`src/rtl/dbf_pkg.sv`:
```
package dbf_pkg;

    typedef enum logic [1:0] {
        DB_BYPASS    = 2'b00,
        DB_KEEP_LOW  = 2'b01,
        DB_KEEP_HIGH = 2'b10,
        DB_BOTH      = 2'b11
    } db_mode_e;

    typedef enum logic {
        FLT_STABLE = 1'b0,
        FLT_TIMING = 1'b1
    } flt_state_e;

    typedef enum logic {
        HO_IDLE = 1'b0,
        HO_HOLD = 1'b1
    } ho_state_e;

endpackage

```
`src/rtl/dbf_sync.sv`:
```
module dbf_sync #(
    parameter int STAGES = 2
) (
    input  logic clk,
    input  logic rst_n,
    input  logic d,
    output logic q
);
    logic [STAGES-1:0] sh_q;

    always_ff @(posedge clk or negedge rst_n) begin
        if (!rst_n) sh_q <= '0;
        else        sh_q <= {sh_q[STAGES-2:0], d};
    end

    assign q = sh_q[STAGES-1];
endmodule

```
`src/rtl/dbf_prescaler.sv`:
```
module dbf_prescaler #(
    parameter int SHIFT0 = 1,
    parameter int SHIFT1 = 3,
    parameter int SHIFT2 = 9,
    parameter int SHIFT3 = 11,
    parameter int PRE_W  = SHIFT3
) (
    input  logic       clk,
    input  logic       rst_n,
    input  logic       run,
    input  logic       rtc_tick,
    input  logic [1:0] rng,
    output logic       unit_tick
);
    localparam int NRANGE = 4;

    logic [PRE_W-1:0] last_tab [NRANGE];
    logic [PRE_W-1:0] last;
    logic [PRE_W-1:0] pre_q;

    // One terminal count per range setting
    for (genvar g = 0; g < NRANGE; g++) begin : g_last
        localparam int SH = (g == 0) ? SHIFT0 : (g == 1) ? SHIFT1 :
                            (g == 2) ? SHIFT2 : SHIFT3;
        assign last_tab[g] = PRE_W'((1 << SH) - 1);
    end

    assign last      = last_tab[rng];
    assign unit_tick = run && rtc_tick && (pre_q == last);

    always_ff @(posedge clk or negedge rst_n) begin
        if (!rst_n)        pre_q <= '0;
        else if (!run)     pre_q <= '0;
        else if (rtc_tick) pre_q <= (pre_q == last) ? '0 : pre_q + 1'b1;
    end

    // the pulse counter never passes the terminal count of the range
    a_r4_pre_in_range: assert property (@(posedge clk) disable iff (!rst_n)
        run |-> pre_q <= last);
    // every window starts counting RTC pulses from zero
    a_r4_pre_fresh_start: assert property (@(posedge clk) disable iff (!rst_n)
        (run && !$past(run)) |-> pre_q == '0);
endmodule

```
`src/rtl/dbf_holdoff.sv`:
```
module dbf_holdoff
    import dbf_pkg::*;
#(
    parameter int HOLD_W = 12
) (
    input  logic              clk,
    input  logic              rst_n,
    input  logic              cfg_wr,
    input  logic              hold_en,
    input  logic [HOLD_W-1:0] hold_len,
    input  logic              rtc_tick,
    output logic              settling
);
    ho_state_e         st_q, st_d;
    logic [HOLD_W-1:0] left_q, left_d;

    always_ff @(posedge clk or negedge rst_n) begin
        if (!rst_n) begin
            st_q   <= HO_IDLE;
            left_q <= '0;
        end else begin
            st_q   <= st_d;
            left_q <= left_d;
        end
    end

    always_comb begin
        st_d   = st_q;
        left_d = left_q;
        if (cfg_wr) begin
            st_d   = (hold_en && (hold_len != '0)) ? HO_HOLD : HO_IDLE;
            left_d = hold_len;
        end else begin
            unique case (st_q)
                HO_IDLE: left_d = left_q;
                HO_HOLD: if (rtc_tick) begin
                    left_d = left_q - 1'b1;
                    if (left_q == HOLD_W'(1)) st_d = HO_IDLE;
                end
            endcase
        end
    end

    assign settling = (st_q == HO_HOLD);

    // hold-off is entered only through a configuration write
    a_r10_rise_on_write: assert property (@(posedge clk) disable iff (!rst_n)
        $rose(settling) |-> $past(cfg_wr));
    // remaining length is never exhausted while still holding
    a_r10_left_nonzero: assert property (@(posedge clk) disable iff (!rst_n)
        settling |-> left_q != '0);
endmodule

```
`src/rtl/dbf_filter_fsm.sv`:
```
module dbf_filter_fsm
    import dbf_pkg::*;
#(
    parameter int LEN_W = 4
) (
    input  logic             clk,
    input  logic             rst_n,
    input  logic             sync_in,
    input  db_mode_e         mode,
    input  logic [LEN_W-1:0] len,
    input  logic             cfg_wr,
    input  logic             settling,
    input  logic             unit_tick,
    output logic             run,
    output logic             filt_o
);
    localparam int CNT_W = LEN_W + 1;

    flt_state_e       st_q, st_d;
    logic [LEN_W-1:0] cnt_q, cnt_d;
    logic             out_q, out_d;
    logic [CNT_W-1:0] eff_len;
    logic [CNT_W-1:0] cnt_nxt;
    logic             pass_now;

    assign eff_len  = (len == '0) ? CNT_W'(1) : {1'b0, len};
    assign cnt_nxt  = {1'b0, cnt_q} + CNT_W'(1);
    assign pass_now = ((mode == DB_KEEP_LOW)  && !sync_in) ||
                      ((mode == DB_KEEP_HIGH) &&  sync_in);

    // State register
    always_ff @(posedge clk or negedge rst_n) begin
        if (!rst_n) begin
            st_q  <= FLT_STABLE;
            cnt_q <= '0;
            out_q <= 1'b0;
        end else begin
            st_q  <= st_d;
            cnt_q <= cnt_d;
            out_q <= out_d;
        end
    end

    // Next state and output level
    always_comb begin
        st_d  = st_q;
        cnt_d = cnt_q;
        out_d = out_q;
        if (cfg_wr || settling) begin
            st_d  = FLT_STABLE;
            cnt_d = '0;
        end else if (mode == DB_BYPASS) begin
            st_d  = FLT_STABLE;
            cnt_d = '0;
            out_d = sync_in;
        end else begin
            unique case (st_q)
                FLT_STABLE: begin
                    cnt_d = '0;
                    if (sync_in != out_q) begin
                        if (pass_now) out_d = sync_in;
                        else          st_d  = FLT_TIMING;
                    end
                end
                FLT_TIMING: begin
                    if (sync_in == out_q) begin
                        st_d  = FLT_STABLE;
                        cnt_d = '0;
                    end else if (unit_tick) begin
                        if (cnt_nxt >= eff_len) begin
                            out_d = sync_in;
                            st_d  = FLT_STABLE;
                            cnt_d = '0;
                        end else begin
                            cnt_d = cnt_nxt[LEN_W-1:0];
                        end
                    end
                end
            endcase
        end
    end

    assign run    = (st_q == FLT_TIMING);
    assign filt_o = out_q;

    // in remove-both mode the output moves only at the end of a window
    a_r5_move_after_window: assert property (@(posedge clk) disable iff (!rst_n)
        (mode == DB_BOTH && !$stable(out_q)) |-> $past(st_q) == FLT_TIMING);
    // kept low pulse propagates on the next edge
    a_r7_low_passes: assert property (@(posedge clk) disable iff (!rst_n)
        (mode == DB_KEEP_LOW && !cfg_wr && !settling && out_q && !sync_in) |=> !out_q);
    // kept high pulse propagates on the next edge
    a_r8_high_passes: assert property (@(posedge clk) disable iff (!rst_n)
        (mode == DB_KEEP_HIGH && !cfg_wr && !settling && !out_q && sync_in) |=> out_q);
    // output frozen during hold-off
    a_r11_frozen: assert property (@(posedge clk) disable iff (!rst_n)
        settling |=> $stable(out_q));
    // a write cancels timing and keeps the output
    a_r12_write_resets: assert property (@(posedge clk) disable iff (!rst_n)
        cfg_wr |=> (st_q == FLT_STABLE) && $stable(out_q));
endmodule

```
`src/rtl/gpio_debounce_filter.sv`:
```
module gpio_debounce_filter
    import dbf_pkg::*;
#(
    parameter int LEN_W       = 4,
    parameter int HOLD_W      = 12,
    parameter int SYNC_STAGES = 2,
    parameter int SHIFT0      = 1,
    parameter int SHIFT1      = 3,
    parameter int SHIFT2      = 9,
    parameter int SHIFT3      = 11
) (
    input  logic              clk,
    input  logic              rst_n,
    input  logic              pin_raw,
    input  logic              rtc_tick,
    input  logic              cfg_wr,
    input  logic [1:0]        cfg_mode,
    input  logic [LEN_W-1:0]  cfg_len,
    input  logic [1:0]        cfg_range,
    input  logic              cfg_hold_en,
    input  logic [HOLD_W-1:0] cfg_hold_len,
    output logic              pin_filt,
    output logic              settling
);
    localparam int PRE_W = SHIFT3;

    db_mode_e         mode_q;
    logic [LEN_W-1:0] len_q;
    logic [1:0]       rng_q;
    logic             sync_lvl;
    logic             run;
    logic             unit_tick;

    always_ff @(posedge clk or negedge rst_n) begin
        if (!rst_n) begin
            mode_q <= DB_BYPASS;
            len_q  <= '0;
            rng_q  <= '0;
        end else if (cfg_wr) begin
            mode_q <= db_mode_e'(cfg_mode);
            len_q  <= cfg_len;
            rng_q  <= cfg_range;
        end
    end

    dbf_sync #(.STAGES(SYNC_STAGES)) u_sync (
        .clk (clk),
        .rst_n (rst_n),
        .d (pin_raw),
        .q (sync_lvl)
    );

    dbf_prescaler #(
        .SHIFT0 (SHIFT0), .SHIFT1 (SHIFT1), .SHIFT2 (SHIFT2), .SHIFT3 (SHIFT3),
        .PRE_W (PRE_W)
    ) u_pre (
        .clk (clk),
        .rst_n (rst_n),
        .run (run),
        .rtc_tick (rtc_tick),
        .rng (rng_q),
        .unit_tick (unit_tick)
    );

    dbf_holdoff #(.HOLD_W(HOLD_W)) u_hold (
        .clk (clk),
        .rst_n (rst_n),
        .cfg_wr (cfg_wr),
        .hold_en (cfg_hold_en),
        .hold_len (cfg_hold_len),
        .rtc_tick (rtc_tick),
        .settling (settling)
    );

    dbf_filter_fsm #(.LEN_W(LEN_W)) u_fsm (
        .clk (clk),
        .rst_n (rst_n),
        .sync_in (sync_lvl),
        .mode (mode_q),
        .len (len_q),
        .cfg_wr (cfg_wr),
        .settling (settling),
        .unit_tick (unit_tick),
        .run (run),
        .filt_o (pin_filt)
    );

    // the latched configuration only moves on a write
    a_r3_cfg_held: assert property (@(posedge clk) disable iff (!rst_n)
        !$past(cfg_wr) |-> ($stable(mode_q) && $stable(len_q) && $stable(rng_q)));
endmodule

```
`config.mk`:
```
export PLATFORM = sky130hd
export DESIGN_NAME = gpio_debounce_filter
export DESIGN_NICKNAME = d
export VERILOG_FILES = /design/src/rtl/dbf_pkg.sv /design/src/rtl/dbf_sync.sv /design/src/rtl/dbf_prescaler.sv /design/src/rtl/dbf_holdoff.sv /design/src/rtl/dbf_filter_fsm.sv /design/src/rtl/gpio_debounce_filter.sv
export SDC_FILE = /design/constraint.sdc
export NUM_CORES = 1
export LEC_CHECK = 0
export ABC_AREA = 1
export BUFFER_PORTS_ARGS = -buffer_cell sky130_fd_sc_hd__buf_2
export CAP_MARGIN = 20
export CORE_MARGIN = 2
export CORE_UTILIZATION = 55
export CTS_CLUSTER_DIAMETER = 50
export DETAILED_ROUTE_END_ITERATION = 6
export PLACE_DENSITY = 0.76
export REMOVE_ABC_BUFFERS = 1
export SLEW_MARGIN = 20
export SYNTH_ARGS = -nofsm -noshare
export SYNTH_HDL_FRONTEND = slang
export SYNTH_HIERARCHICAL = 1
export SYNTH_SLANG_ARGS = --single-unit
```
`constraint.sdc`:
```
create_clock -name clk -period 2.1 [get_ports clk]
set_clock_uncertainty 0.05 [all_clocks]
set_input_delay 0 -clock clk [delete_from_list [all_inputs] [get_ports clk]]
set_output_delay 0 -clock clk [all_outputs]
set_load 0.01 [all_outputs]
```
==> impl_metrics.env, run 1 <==
export IMPL_die_h_um=72.91
export IMPL_placedCellCount=444
export IMPL_min_period_ns=1.885
export IMPL_synth_fa_ha_area_share_pct=3.833
export IMPL_dp_hpwl_um=3961
export IMPL_htreeDepth=2
export IMPL_holdWs_ns=0.03823
export IMPL_peakVddDrop_mv=0.6243
export IMPL_vias=2429
export IMPL_cts_setup_buffers=0
export IMPL_async_flop_share_pct=100.0
export IMPL_synthFlopType="dfrtp_1"
export IMPL_grt_remaining_overflow=0
export IMPL_finalCritPeriodShare_pct=89.77
export IMPL_cts_num_sinks=40
export IMPL_setup_viol=0
export IMPL_multi_input_area_um2=1358
export IMPL_antenna_found_initial=0
export IMPL_path_max_fanout=5
export IMPL_finalWorstSetupSlack_ns=0.2149
export IMPL_drc=0
export IMPL_synth_compound_area_share_pct=8.960
export IMPL_fin_nets=452
export IMPL_yosysWarnings=6
export IMPL_switching_share_pct=29.34
export IMPL_cts_buffers=5
export IMPL_synth_cells=368
export IMPL_post_route_util_pct=66.52
export IMPL_synthMuxAreaShare_pct=0
export IMPL_hold_path_class="in -> reg"
export IMPL_synthTopCellsByArea="dfrtp_1 38%, nand2_1 17%, nand3_1 6.9%"
export IMPL_finalHoldViolCount=0
export IMPL_leakagePower_nw=1.637
export IMPL_antenna_left=0
export IMPL_routed_wl_um=5813
export IMPL_maxCapViolCount=0
export IMPL_cp_start_kind="flop"
export IMPL_cts_tree="built"
export IMPL_gp_congestion=0.8376
export IMPL_wl_per_cell_um=12.29
export IMPL_grt_use_total_pct=24.45
export IMPL_num_antenna_cells=0
export IMPL_worstSkewPairLatency_ns=0.29
export IMPL_first_pass_iters=4
export IMPL_cp_arrival_ns=2.03
export IMPL_synth_top_family_by_area="simple AND/OR/NAND/NOR gates"
export IMPL_slew_limit_headroom_pct=41.03
export IMPL_drv_slew=0
export IMPL_worstSetupPathType="reg -> reg"
export IMPL_drive_gt1_share_pct=14.80
export IMPL_min_from="cfg_hold_len[8]"
export IMPL_p_comb_share_pct=19.2
export IMPL_grt_pass1_vias=2358
export IMPL_synth_edf_count=0
export IMPL_grt_first_pass_wirelength_um=10160
export IMPL_p_sw_w=0.0005697
export IMPL_r2r_start="u_fsm/cnt_q[0]"
export IMPL_seqPwrFrac_pct=46.1
export IMPL_seqCellArea_um2=1002
export IMPL_synthSimpleGateAreaFrac_pct=35.22
export IMPL_ios=28
export IMPL_p_clk_share_pct=34.7
export IMPL_syn_cell_area_um2=2611
export IMPL_syn_to_final_growth_pct=18.73
export IMPL_synth_top_area_share_pct=38.33
export IMPL_power_per_cell_area_nw_per_um2=626.3
export IMPL_tns_ns=0
export IMPL_max_freq_mhz=530.5
export IMPL_ys_ff_latch=40
export IMPL_vias_per_cell=5.135
export IMPL_grt_max_degree=41
export IMPL_rows=25
export IMPL_status="completed"
export IMPL_tightest_slew_ns=0.8845
export IMPL_final_cells=473
export IMPL_dp_slack_ns=0.2226
export IMPL_worst_ep_required_time_ns=2.24
export IMPL_core_um2=4661
export IMPL_start_util_pct=56.03
export IMPL_synth_top_cell_by_area="dfrtp_1"
export IMPL_rsz0062_at_grt="false"
export IMPL_drt_iter0_drc=118
export IMPL_fp_dieArea_um2=5315
export IMPL_synth_xor_area_share_pct=3.977
export IMPL_p_int_w=0.001372
export IMPL_cts_root_buf="clkbuf_8"
export IMPL_die_w_um=72.91
export IMPL_post_synth_cell_area_avg_um2=7.096
export IMPL_synth_seq_area_share_pct=38.33
export IMPL_path_clk_slew_ns=0.08
export IMPL_synth_cell_type_count=34
export IMPL_fillers=403
export IMPL_cp_startpoint="u_fsm/cnt_q[0]"
export IMPL_end_kind="flop"
export IMPL_port_buffers=27
export IMPL_clk_path_buf_depth=2
==> per-stage QoR <==
stage	cell area, µm²	total power (W)
6_report	3100	0.001942
5_1_grt	3100	0.002049
4_1_cts	3099	0.001953
3_5_place_dp	2768	0.001247
3_3_place_gp	2768	0.001239
2_1_floorplan	2550	0.001128
==> kinds of logic after synthesis <==
group	count (synthesis)
buf+inv	58
simple gates	213
flops	40
compound gates	38
fa+ha+maj	8
xor+xnor	11
==> layout make-up <==
| cell class | count | area share [%] |
|---|---|---|
| Inverter | 51 | 6.174 |
| Clock buffer | 6 | 2.663 |
| Sequential cell | 40 | 32.32 |
| Timing Repair Buffer | 50 | 11.62 |
| Multi-Input combinational cell | 270 | 43.79 |
| Tap cell | 54 | 2.179 |
| Clock inverter | 2 | 1.251 |
==> state kept, by name, indices dropped and copies added, names as in the netlist <==
name / cells
len_q: 4
mode_q: 2
rng_q: 2
u_fsm/cnt_q: 4
u_fsm/filt_o: 1
u_fsm/run: 1
u_hold/left_q: 12
u_hold/settling: 1
u_pre/pre_q: 11
u_sync/sh_q: 2
==> worst max-delay path, stage by stage, from the launching register on <==
cell and delay, ns:
dfrtp_1 0.43, ha_1 0.24, xor2_1 0.16, ha_1 0.30
nand2_1 0.05, inv_1 0.04, nand2_1 0.04, nand2_1 0.05
nand2_1 0.07, nand2_1 0.08, nand2_1 0.05, nand2_1 0.08
nand2_1 0.05, nand2_1 0.05, nand2_1 0.04
==> cells in the final DEF (no fill, tap or decap), types with 2 or more instances in the layout <==
cell and count:
o221ai_1 2, nand2_2 7, inv_1 47, clkbuf_8 6, inv_2 3, nor2_1 35, xor2_1 8, dfrtp_1 39
buf_4 2, nand4_1 2, o21ai_1 5, o21bai_1 2, nand2_1 120, nor2_2 4, o22ai_1 2, buf_2 27
nor3_1 3, xnor2_1 2, nor2_4 3, ha_1 8, nand3_2 2, nand3_1 36, o211ai_1 3, o21ai_2 2
o21ai_0 13, a21oi_1 5, dlygate4sd3_1 21
==> cells in the mapped netlist (all sizes together) (3+ instances only) <==
| library cell | n |
|---|---|
| o21ai | 20 |
| xor2 | 9 |
| inv | 50 |
| nand2 | 127 |
| nor2 | 42 |
| buf | 6 |
| nand3 | 38 |
| ha | 8 |
| a21oi | 5 |
| nor3 | 3 |
| o211ai | 3 |
| dfrtp | 40 |
==> final timing paths <==
| path | end | slack, ns | depth (start not counted) |
|---|---|---|---|
| min in group asynchronous | u_pre/pre_q[1] | 0.31 | 2 |
| hold / removal | u_hold/left_q[8] | 0.04 | 5 |
| max in group asynchronous | rng_q[1] | 1.09 | 2 |
| setup / recovery | u_fsm/filt_o | 0.21 | 14 |
| hold reg to reg | u_sync/sh_q[1] | 0.31 | 0 |
| setup reg to reg | u_fsm/filt_o | 0.21 | 14 |
==> power groups by stage <==
stage          Sequential (W)  Clock, W  Combinational (W)
3_3_place_gp         0.000908         0           0.000331
5_1_grt              0.000905  0.000717           0.000427
4_1_cts              0.000893  0.000689           0.000370
3_5_place_dp         0.000907         0           0.000340
2_1_floorplan        0.000900         0           0.000227
6_report             0.000894  0.000674           0.000373
==> repair_timing <==
action | in CTS | in global routing
gates resized for setup | 0 | 1
endpoints found under the hold margin | 59 | 0
hold buffers | 21 | 0
endpoints found under the setup margin | 0 | 1
==> metal layers <==
metal / part of all wire [%] / wire (µm) / up-vias / global-route usage (%)
li1: - / - / 1260 / -
met1: 47 / 2760 / 1107 / 31.84
met2: 48 / 2782 / 56 / 40.30
met3: 3.7 / 217 / 6 / 5.939
met4: 0.89 / 52 / 0 / 7.407
met5: 0 / 0 / - / 0
No activity file was read; power rests on OpenSTA's default activity.
==> inputs of run 2 (changes only) <==
BUFFER_PORTS_ARGS = -buffer_cell sky130_fd_sc_hd__buf_4   (was -buffer_cell sky130_fd_sc_hd__buf_2)
CTS_BUF_LIST = sky130_fd_sc_hd__clkbuf_8   (was default)
==> run 2 against run 1 <==
Compared with the run above:
- hold slack got worse by 0.036 ns
- maximum frequency decreased by 5.3%
- combinational power increased by 5.9%
- first-iteration DRC count decreased by 7.6%
- via count decreased by 0.33%
- critical path depth decreased by 3
- final cell count decreased by 0.42%
- largest cell class unchanged
- highest routed layer unchanged
==> impl_metrics.env, run 2 (same netlist as run 1, synthesis figures left out) <==
export IMPL_status="completed"
export IMPL_tightest_slew_ns=0.5011
export IMPL_syn_to_final_growth_pct=20.51
export IMPL_place_area_um2=2828
export IMPL_final_cell_mix="120 x nand2_1, 47 x inv_1, 39 x dfrtp_1"
export IMPL_grt_pass1_vias=2331
export IMPL_start_util_pct=56.03
export IMPL_max_stage_delay_ns=0.45
export IMPL_clk_path_buf_depth=2
export IMPL_reg2regPathDepth=11
export IMPL_grt_remaining_overflow=0
export IMPL_drc=0
export IMPL_cp_start_kind="flop"
export IMPL_grt_first_pass_wirelength_um=9956
export IMPL_fillers=375
export IMPL_grt_use_total_pct=23.94
export IMPL_finalHoldViolCount=0
export IMPL_rrSetupSlack_ns=0.11
export IMPL_hold_path_class="in -> reg"
export IMPL_final_common_cell="nand2_1"
export IMPL_antenna_found_initial=0
export IMPL_power_per_cell_area_nw_per_um2=617.9
export IMPL_vias_per_cell=5.140
export IMPL_drv_slew=0
export IMPL_cp_slowest_cell="dfrtp_2"
export IMPL_grt_max_degree=41
export IMPL_end_kind="flop"
export IMPL_largestRegisters="u_hold/left_q x12, u_pre/pre_q x11"
export IMPL_die_w_um=72.91
export IMPL_htreeDepth=2
export IMPL_finalCritPeriodShare_pct=94.75
export IMPL_min_period_ns=1.990
export IMPL_cts_num_sinks=40
export IMPL_path_max_fanout=5
export IMPL_port_buffers=27
export IMPL_rsz0062_at_grt="false"
export IMPL_core_um2=4661
export IMPL_multi_input_area_um2=1360
export IMPL_tns_ns=0
export IMPL_r2r_end="u_fsm/filt_o"
export IMPL_gp_congestion=0.8433
export IMPL_largest_reg_flops=12
export IMPL_rows=25
export IMPL_wl_per_cell_um=12.41
export IMPL_r2r_start="u_fsm/cnt_q[0]"
export IMPL_cts_root_buf="clkbuf_8"
export IMPL_fin_nets=450
export IMPL_routed_wl_um=5845
export IMPL_cts_tree="built"
export IMPL_worstSetupPathType="reg -> reg"
export IMPL_vias=2421
export IMPL_peakVddDrop_mv=0.5010
export IMPL_worst_ep_required_time_ns=2.24
export IMPL_cp_startpoint="u_fsm/cnt_q[0]"
export IMPL_maxCapViolCount=0
export IMPL_fin_area_um2=3147
export IMPL_cts_buffers=5
export IMPL_cp_cell_sequence="ha_1 -> xor2_1 -> ha_1 -> a21oi_1 -> nand2_1 -> nand2_1 -> nand2_1 -> nand2_1 -> nand2_1 -> nand3_1 -> nand2_1"
export IMPL_critPathTopFamily="adder cells"
export IMPL_first_pass_iters=5
export IMPL_max_freq_mhz=502.6
export IMPL_dp_hpwl_um=3962
export IMPL_cts_setup_buffers=0
export IMPL_cp_depth=11
export IMPL_die_h_um=72.91
export IMPL_min_from="cfg_hold_len[7]"
export IMPL_setup_viol=0
export IMPL_finalWorstSetupSlack_ns=0.1104
export IMPL_regMostFlops="u_hold/left_q"
export IMPL_ios=28
export IMPL_dp_slack_ns=0.1742
export IMPL_antenna_left=0
export IMPL_drive_gt1_share_pct=14.87
export IMPL_seqCellArea_um2=1002
export IMPL_slew_limit_headroom_pct=66.59
export IMPL_crit_top_cell="nand2_1"
export IMPL_leakagePower_nw=1.645
export IMPL_endpoint="u_fsm/filt_o"
export IMPL_num_antenna_cells=0
export IMPL_drt_iter0_drc=109
export IMPL_worstSkewPairLatency_ns=0.30
export IMPL_path_clk_slew_ns=0.08
export IMPL_crit_buf_inv=0
export IMPL_fp_dieArea_um2=5315
export IMPL_cp_arrival_ns=2.13
[run 2: changes by cell type in the layout (fill, tap and decap cells not counted)]
cell | before | now
dlygate4sd3_1 | 21 | 20
buf_4 | 2 | 28
buf_2 | 27 | 0
nor2_1 | 35 | 34
clkinvlp_4 | 0 | 1
clkinv_4 | 1 | 0
nor2_2 | 4 | 5
inv_6 | 0 | 1
clkbuf_8 | 6 | 5
[run 2: layout make-up]
class                           instances  area share [%]
Multi-Input combinational cell        270           43.22
Sequential cell                        40           31.85
Timing Repair Buffer                   48           13.04
Inverter                               51           6.084
Clock buffer                            5           2.187
Tap cell                               54           2.147
Clock inverter                          3           1.471
[run 2: worst min path at each step]
| stage | endpoint | slack (ns) | depth (start not counted) |
|---|---|---|---|
| 3_5_place_dp | u_pre/pre_q[2] | -0.04 | 1 |
| 4_1_cts | len_q[2] | 0.00004 | 3 |
| 2_1_floorplan | len_q[0] | -0.35 | 0 |
| 5_1_grt | u_hold/settling | 0.01 | 5 |
| 3_3_place_gp | u_pre/pre_q[1] | -0.04 | 1 |
| 6_report | u_hold/settling | 0.003 | 5 |
[run 2: where the power goes]
group          internal (W)  total [W]  switching [W]
sequential         0.000828   0.000896      0.0000675
combinational      0.000171   0.000395       0.000224
clock              0.000358   0.000653       0.000295
[run 2: layer usage]
layer	wire length (µm)	global-route usage, %	vias to the layer above	part of all wire (%)
met3	184	4.972	11	3.1
met1	2715	29.22	1118	46
met2	2848	42.22	43	49
li1	-	-	1249	-
met5	0	0	-	0
met4	96	7.613	0	1.6
[run 2: tightest hold or removal path: stages]
cell	delay, ns
buf_4	0.07
inv_1	0.04
nand3_1	0.08
o31ai_1	0.07
nand2_1	0.06
[run 2: repair_timing]
| item | 4_1_cts | 5_1_grt |
|---|---|---|
| gates resized for setup | 0 | 2 |
| endpoints found under the hold margin | 59 | 0 |
| hold buffers | 20 | 0 |
| endpoints found under the setup margin | 0 | 4 |
[run 2: through the flow]
stage | hold WS, ns | utilization (%) | std cells | total power, W
after floorplan | -0.3456 | - | 361 | 0.001128
after global routing | 0.01257 | 67.52 | 471 | 0.002052
after detailed placement | -0.03898 | 60.67 | 443 | 0.001268
final | 0.002682 | 67.52 | 471 | 0.001944
after global placement | -0.03664 | 60.67 | 443 | 0.001258
after CTS | 0.00003894 | 67.44 | 471 | 0.001957
==> inputs of run 3 (changes only) <==
CTS_BUF_LIST = sky130_fd_sc_hd__clkbuf_4   (was sky130_fd_sc_hd__clkbuf_8)
==> run 3 against run 2 <==
Compared with the run above:
- sequential share of layout area decreased by 1.3 points
- hold slack improved by 0.0016 ns
- die area is the same
- via count is 4.0% higher
- critical path depth did not move
- sequential power is essentially flat
- critical endpoint unchanged
- largest cell class unchanged
==> impl_metrics.env, run 3 (same netlist as run 1, synthesis figures left out) <==
export IMPL_end_kind="flop"
export IMPL_drv_slew=0
export IMPL_endpoint="u_fsm/filt_o"
export IMPL_hold_path_class="in -> reg"
export IMPL_cts_setup_buffers=0
export IMPL_grt_remaining_overflow=0
export IMPL_tns_ns=0
export IMPL_cp_arrival_ns=2.17
export IMPL_maxCapViolCount=0
export IMPL_fillers=355
export IMPL_r2r_end="u_fsm/filt_o"
export IMPL_switching_share_pct=31.24
export IMPL_hold_path_cell_count=4
export IMPL_setup_viol=0
export IMPL_htreeDepth=2
export IMPL_die_w_um=72.91
export IMPL_regMostFlops="u_hold/left_q"
export IMPL_port_buffers=27
export IMPL_wl_per_cell_um=12.24
export IMPL_rrSetupSlack_ns=0.14
export IMPL_grt_max_degree=41
export IMPL_largestRegisters="u_hold/left_q x12, u_pre/pre_q x11"
export IMPL_reg2regPathDepth=11
export IMPL_rsz0062_at_grt="false"
export IMPL_grt_use_total_pct=24.36
export IMPL_worst_ep_required_time_ns=2.31
export IMPL_cts_tree="built"
export IMPL_clk_path_buf_depth=2
export IMPL_syn_to_final_growth_pct=25.73
export IMPL_tightest_slew_ns=0.5099
export IMPL_antenna_left=0
export IMPL_min_period_ns=1.955
export IMPL_p_comb_share_pct=22.7
export IMPL_cts_num_sinks=40
export IMPL_worstSkewPairLatency_ns=0.35
export IMPL_routed_wl_um=5975
export IMPL_fin_nets=467
export IMPL_die_h_um=72.91
export IMPL_first_pass_iters=4
export IMPL_grt_first_pass_wirelength_um=10250
export IMPL_vias_per_cell=5.158
export IMPL_slew_limit_headroom_pct=66.01
export IMPL_core_um2=4661
export IMPL_largest_reg_flops=12
export IMPL_p_clk_share_pct=28.8
export IMPL_p_sw_w=0.0005798
export IMPL_dp_hpwl_um=3962
export IMPL_status="completed"
export IMPL_num_antenna_cells=0
export IMPL_finalCritPeriodShare_pct=93.11
export IMPL_finalHoldViolCount=0
export IMPL_cts_root_buf="clkbuf_4"
export IMPL_final_cell_mix="120 x nand2_1, 47 x inv_1, 39 x dfrtp_1"
export IMPL_worstSetupPathType="reg -> reg"
export IMPL_rows=25
export IMPL_drive_gt1_share_pct=14.06
export IMPL_antenna_found_initial=0
export IMPL_leakagePower_nw=1.685
export IMPL_placedCellCount=443
export IMPL_peakVddDrop_mv=0.5039
export IMPL_final_common_cell="nand2_1"
export IMPL_path_clk_slew_ns=0.13
export IMPL_p_int_w=0.001276
export IMPL_final_cells=488
export IMPL_path_max_fanout=5
export IMPL_max_freq_mhz=511.4
export IMPL_r2r_start="u_fsm/cnt_q[0]"
export IMPL_drt_iter0_drc=166
export IMPL_fp_dieArea_um2=5315
export IMPL_power_per_cell_area_nw_per_um2=565.4
export IMPL_cts_buffers=5
export IMPL_cp_startpoint="u_fsm/cnt_q[0]"
export IMPL_seqPwrFrac_pct=48.4
export IMPL_grt_pass1_vias=2377
export IMPL_start_util_pct=56.03
export IMPL_cp_start_kind="flop"
export IMPL_drc=0
export IMPL_ios=28
export IMPL_vias=2517
export IMPL_gp_congestion=0.8433
[run 3: changes by cell type in the layout (fill, tap and decap cells not counted)]
cell           delta
nor2_1            +1
clkbuf_8          -5
nor2_2            -1
clkbuf_4          +5
dlygate4sd3_1    +17
[run 3: power by group through the flow]
stage / logic, W / registers [W] / clock network (W)
2_1_floorplan: 0.000227 / 0.000900 / 0
3_3_place_gp: 0.000349 / 0.000909 / 0
3_5_place_dp: 0.000360 / 0.000908 / 0
4_1_cts: 0.000415 / 0.000895 / 0.000548
5_1_grt: 0.000478 / 0.000909 / 0.000576
6_report: 0.000422 / 0.000899 / 0.000535
[run 3: timing repair]
action / in CTS / in global routing
endpoints found under the setup margin: 0 / 4
hold endpoints to repair: 61 / 0
hold buffers: 37 / 0
gates resized for setup: 0 / 1
[run 3: per-stage QoR]
step	instance area, µm²	total power (W)	hold WS (ns)	utilization (%)	worst slack [ns]
2_1_floorplan	2550	0.001128	-0.3456	-	0.3318
3_3_place_gp	2828	0.001258	-0.03664	60.67	0.2708
3_5_place_dp	2828	0.001268	-0.03898	60.67	0.1742
4_1_cts	3282	0.001858	0.0002033	70.42	0.1537
5_1_grt	3283	0.001962	0.01115	70.44	0.03842
6_report	3283	0.001856	0.004328	70.44	0.1446
[run 3: how the worst min path moves through the flow]
| stage | startpoint | endpoint | slack, ns |
|---|---|---|---|
| after CTS | rtc_tick | u_pre/pre_q[5] | 0.0002 |
| after global routing | rtc_tick | u_pre/pre_q[5] | 0.01 |
| after global placement | rst_n | u_pre/pre_q[1] | -0.04 |
| final | cfg_hold_len[11] | u_hold/left_q[11] | 0.004 |
| after floorplan | rst_n | len_q[0] | -0.35 |
| after detailed placement | rst_n | u_pre/pre_q[2] | -0.04 |
[run 3: cell type report]
| class | instances | area, µm² | area share (%) |
|---|---|---|---|
| Sequential cell | 40 | 1002 | 30.53 |
| Clock buffer | 5 | 37.54 | 1.143 |
| Clock inverter | 3 | 46.29 | 1.410 |
| Tap cell | 54 | 67.56 | 2.058 |
| Timing Repair Buffer | 65 | 580.6 | 17.68 |
| Inverter | 51 | 191.4 | 5.831 |
| Multi-Input combinational cell | 270 | 1358 | 41.35 |
[run 3: worst max-delay path, cell delays in order (launching register included)]
cell     delay [ns]
dfrtp_1        0.46
ha_1           0.25
xor2_1         0.16
ha_1           0.32
a21oi_1        0.14
nand2_1        0.07
nand2_1        0.08
nand2_1        0.07
nand2_1        0.06
nand2_1        0.06
nand3_1        0.08
nand2_1        0.06
[run 3: per-layer routing]
metal	global-route usage, %	share of wire, %	up-vias
met1	30.76	46	1160
met3	4.282	4.5	8
met2	42.83	48	64
li1	-	-	1285
met5	0	0	-
met4	6.790	1.1	0
